[config.mk]
export PLATFORM = sky130hd
export DESIGN_NAME = kbd_scan_decoder
export DESIGN_NICKNAME = d
export VERILOG_FILES = /design/src/rtl/kbd_scan_decoder.sv
export SDC_FILE = /design/constraint.sdc
export NUM_CORES = 1
export LEC_CHECK = 0
export BUFFER_PORTS_ARGS = -buffer_cell sky130_fd_sc_hd__buf_2
export CAP_MARGIN = 20
export CORE_ASPECT_RATIO = 1.4
export CORE_MARGIN = 8
export CORE_UTILIZATION = 53
export DETAILED_ROUTE_END_ITERATION = 7
export GPL_ROUTABILITY_DRIVEN = 0
export PLACE_DENSITY_LB_ADDON = 0.05
export SLEW_MARGIN = 20
export SYNTH_ARGS = -nofsm -noshare
export SYNTH_HDL_FRONTEND = slang
export SYNTH_SLANG_ARGS = --single-unit
export TNS_END_PERCENT = 30
[constraint.sdc]
create_clock -name clk -period 3.5 [get_ports clk]
set_input_delay 0.7 -clock clk [delete_from_list [all_inputs] [get_ports clk]]
set_output_delay 0.7 -clock clk [all_outputs]
set_load 0.02 [all_outputs]
[src/rtl/kbd_scan_decoder.sv]
module kbd_scan_decoder #(
  parameter bit         TRAP_SHIFT = 1'b0,
  parameter logic [7:0] EXT_PFX    = 8'hE0,
  parameter logic [7:0] REL_PFX    = 8'hF0,
  parameter logic [7:0] LSHIFT     = 8'h12,
  parameter logic [7:0] RSHIFT     = 8'h59
) (
  input  logic       clk,
  input  logic       rst,
  input  logic [7:0] byte_in,
  input  logic       byte_valid,
  input  logic       read_i,
  output logic [7:0] code_o,
  output logic [7:0] ascii_o,
  output logic       ext_o,
  output logic       rel_o,
  output logic       shift_on_o,
  output logic       ready_o
);

  logic hold_ext, hold_rel, lsh, rsh;

  wire pfx_e    = byte_valid && (byte_in == EXT_PFX);
  wire pfx_r    = byte_valid && (byte_in == REL_PFX);
  wire key_evt  = byte_valid && !(byte_in == EXT_PFX) && !(byte_in == REL_PFX);
  wire is_shift = (byte_in == LSHIFT) || (byte_in == RSHIFT);
  wire strobe   = key_evt && !(TRAP_SHIFT && is_shift);

  assign shift_on_o = lsh | rsh;

  function automatic logic [7:0] to_ascii(input logic [7:0] c, input logic up);
    logic [7:0] a;
    case (c)
      8'h1C: a = "a";  8'h32: a = "b";  8'h21: a = "c";  8'h23: a = "d";
      8'h24: a = "e";  8'h2B: a = "f";  8'h34: a = "g";  8'h33: a = "h";
      8'h43: a = "i";  8'h3B: a = "j";  8'h42: a = "k";  8'h4B: a = "l";
      8'h3A: a = "m";  8'h31: a = "n";  8'h44: a = "o";  8'h4D: a = "p";
      8'h15: a = "q";  8'h2D: a = "r";  8'h1B: a = "s";  8'h2C: a = "t";
      8'h3C: a = "u";  8'h2A: a = "v";  8'h1D: a = "w";  8'h22: a = "x";
      8'h35: a = "y";  8'h1A: a = "z";
      8'h45: a = "0";  8'h16: a = "1";  8'h1E: a = "2";  8'h26: a = "3";
      8'h25: a = "4";  8'h2E: a = "5";  8'h36: a = "6";  8'h3D: a = "7";
      8'h3E: a = "8";  8'h46: a = "9";
      8'h29: a = 8'h20;
      8'h0D: a = 8'h09;
      8'h5A: a = 8'h0D;
      default: a = 8'h00;
    endcase
    if (up && a >= "a" && a <= "z") a = a - 8'h20;
    return a;
  endfunction

  always_ff @(posedge clk) begin
    if (rst) begin
      hold_ext <= 1'b0;
      hold_rel <= 1'b0;
      lsh      <= 1'b0;
      rsh      <= 1'b0;
      code_o   <= 8'h00;
      ascii_o  <= 8'h00;
      ext_o    <= 1'b0;
      rel_o    <= 1'b0;
      ready_o  <= 1'b0;
    end else begin
      if (pfx_e) hold_ext <= 1'b1;
      if (pfx_r) hold_rel <= 1'b1;
      if (key_evt) begin
        hold_ext <= 1'b0;
        hold_rel <= 1'b0;
        if (byte_in == LSHIFT) lsh <= !hold_rel;
        if (byte_in == RSHIFT) rsh <= !hold_rel;
      end
      if (strobe) begin
        code_o  <= byte_in;
        ascii_o <= to_ascii(byte_in, lsh | rsh);
        ext_o   <= hold_ext;
        rel_o   <= hold_rel;
        ready_o <= 1'b1;
      end else if (read_i) begin
        ready_o <= 1'b0;
      end
    end
  end

endmodule

==> impl_metrics.toml <==
[sta]
maxSlewViolCount = 0
setup_viol = 0
hold_ws_ns = 0.453
tns_ns = 0
tightestPinTransition_ns = 0.622
rsz0062_at_grt = "false"
skew_ns = 0.00185
min_period_ns = 3.07
clock.fmax_mhz = 326
post-route-period-util = 0.876
slew_headroom = 0.585
hold_violations = 0

[grt]
grt_first_pass_wirelength_mm = 8.60
globalRouteOverflowTotal = 0
grt_usage = 0.190
grt_pass1_vias = 1798
grt_start_max_net_pins = 23
antenna_found_initial = 0

[cts]
clock_latency_ns = 0.25
htreeDepth = 1
cts_resized = 0
numCtsBuffers = 3
cts_hold_buf = 0
postCtsSetupRepairBufs = 0
cts_root_buf = "clkbuf_8"
cts_tree = "done"
path_clk_slew_ns = 0.07
clockBufferDepth = 2
cts_sinks = 23

[logic_synthesis]
async_flop_share = 0
synth-seq-cells = 23
synthDistinctLibCells = 46
synth-edff-count = 0
syn_nets = 255
netlist_instances = 235
yosysSeqAreaShare = 0.270
synth_flop_cell = "dfxtp_1"
syn_area_per_cell_sq_um = 7.26
netlist_area_sq_mm = 0.00171
synth_warnings = 0

[drt]
drtAntennaViolNets = 0
drtIter0Drc = 94
routedWlPerCell_um = 17.0
drtPass1Iterations = 4
drc = 0
wl_met3_um = 317
vias = 1855
wl_met1_mm = 1.96
wirelength_mm = 5.03
viasPerCell = 6.29
maxUsedRoutingLayer = "met4"
wl_met2_mm = 2.51

[critical_path]
critPathCaptureType = "flop"
setup.worst_path.start_class = "input pin"
arrival_ns = 3.22
required_ns = 3.65
critical_path_class = "in2reg"
critPathMaxFanout = 14

[finish]
fin_util = 0.615
syn2layout_area_growth_pct = 11.5
diodes = 0
nets = 277
fillers = 305
drive_gt1_frac = 0.188

[floorplanning]
fp.dieW_um = 63.9
fp.dieArea_sq_mm = 0.00531
die_h_um = 83.1
coreArea_sq_mm = 0.00309
rows = 24
initial_core_util = 0.551
io_pins = 32

[status]
status = "complete, no violations"

[pwr]
p_comb_frac = 0.279
vdd_drop_max_v = 0.000210
p_leak_nw = 0.792
power_density_mw_per_mm2 = 316
pwr-share-seq = 0.463
p_int_uw = 410
sw_frac_of_total = 0.316
p_switching_uw = 190
clockPowerShare = 0.258

[min_path]
hold_class = "reg2reg"

[placement]
place.port_buffers = 31
dp_hpwl_mm = 3.81

[run]
drv_cap = 0
[state kept, by name, indices dropped and copies added (netlist names)]
signal	count
hold_rel	1
hold_ext	1
ext_o	1
code_o	8
rel_o	1
lsh	1
ascii_o	8
rsh	1
ready_o	1
[stage by stage]
step                      std cells  worst slack [ns]  instance area, sq um  power [mW]
after CTS                       295             0.478                  1900       0.601
after detailed placement        291             0.211                  1860       0.448
final                           295             0.434                  1900       0.600
after global placement          291             0.248                  1860       0.448
after global routing            295             0.242                  1900       0.632
after floorplan                 235             0.389                  1710       0.401
[final timing paths]
| check | from | to | slack (ns) | cells after the start |
|---|---|---|---|---|
| hold reg to reg | code_o[2] | code_o[2] | 0.45 | 2 |
| hold / removal | code_o[2] | code_o[2] | 0.45 | 2 |
| setup reg to reg | rsh | ascii_o[5] | 2.13 | 4 |
| setup / recovery | byte_in[1] | ascii_o[5] | 0.43 | 11 |
[cell usage in the layout (no fill, tap or decap), drive strengths merged, types with 2 or more instances in the layout]
cell type,instances
a21oi,26
o211ai,2
clkbuf,4
or3,3
a211oi,8
o31ai,2
nand2b,7
mux2i,6
nor2,19
and2,3
nand3,6
inv,11
or4,2
ha,8
nor4,2
a32o,2
o22ai,3
a22oi,2
nor3,7
a31oi,6
o221a,2
a311oi,3
a21boi,2
buf,36
o21ai,15
dfxtp,23
nand2,31
nand3b,2
[final cells by class]
class,instances,area [sq um],share of cell area
tap,39,48.8,0.0257
multi-input combinational,182,1110,0.586
clock buffer,4,45.0,0.0237
timing repair buffer,36,193,0.101
sequential,23,460,0.242
inverter,11,41.3,0.0217
[kinds of logic (layout without fill, tap and decap cells)]
logic type,Yosys count,count (layout),synth area share
adder cells (fa/ha/maj),8,8,0.0587
AO/OA/AOI/OAI,82,82,0.315
multiplexers,6,6,0.0352
AND/OR/NAND/NOR,86,86,0.244
flip-flops,23,23,0.270
buffers and inverters,30,51,0.0770
[synthesized netlist by cell type (2+ instances only)]
cell type / instances / area, sq um
a211oi_1: 8 / 60.1
a21boi_0: 2 / 15.0
a21oi_1: 26 / 130
a22oi_1: 2 / 15.0
a311oi_1: 3 / 26.3
a31oi_1: 6 / 37.5
a32o_1: 2 / 20.0
and2_1: 3 / 18.8
buf_2: 9 / 45.0
clkbuf_1: 9 / 33.8
dfxtp_1: 23 / 460
ha_1: 8 / 100
inv_1: 8 / 30.0
inv_2: 3 / 11.3
mux2i_1: 6 / 60.1
nand2_1: 31 / 116
nand2b_1: 7 / 43.8
nand3_1: 6 / 30.0
nand3b_1: 2 / 15.0
nor2_1: 19 / 71.3
nor3_1: 7 / 35.0
nor4_1: 2 / 12.5
o21ai_0: 14 / 70.1
o221a_2: 2 / 22.5
o22ai_1: 3 / 18.8
o31ai_1: 2 / 15.0
or3_1: 3 / 18.8
[worst max-delay path: stages]
cell	delay [ns]
buf_2	0.22
inv_1	0.15
ha_1	0.36
nand2b_1	0.13
a311oi_1	0.28
a311oi_1	0.07
a211oi_1	0.30
nor3_1	0.09
a311o_1	0.37
or3_1	0.34
a32o_1	0.21
[power by group through the flow]
stage	registers [mW]	clock network, mW	logic, mW
CTS	0.278	0.158	0.165
detailed placement	0.284	0	0.164
global route	0.279	0.169	0.185
finish	0.278	0.155	0.167
global placement	0.284	0	0.164
floorplan	0.297	0	0.103
[layer usage]
layer	up-vias	GRT usage
li1	896	-
met1	854	0.217
met2	82	0.323
met3	23	0.0309
met4	0	0.106
met5	-	0
Note: power is estimated with default switching activity, not from simulation.
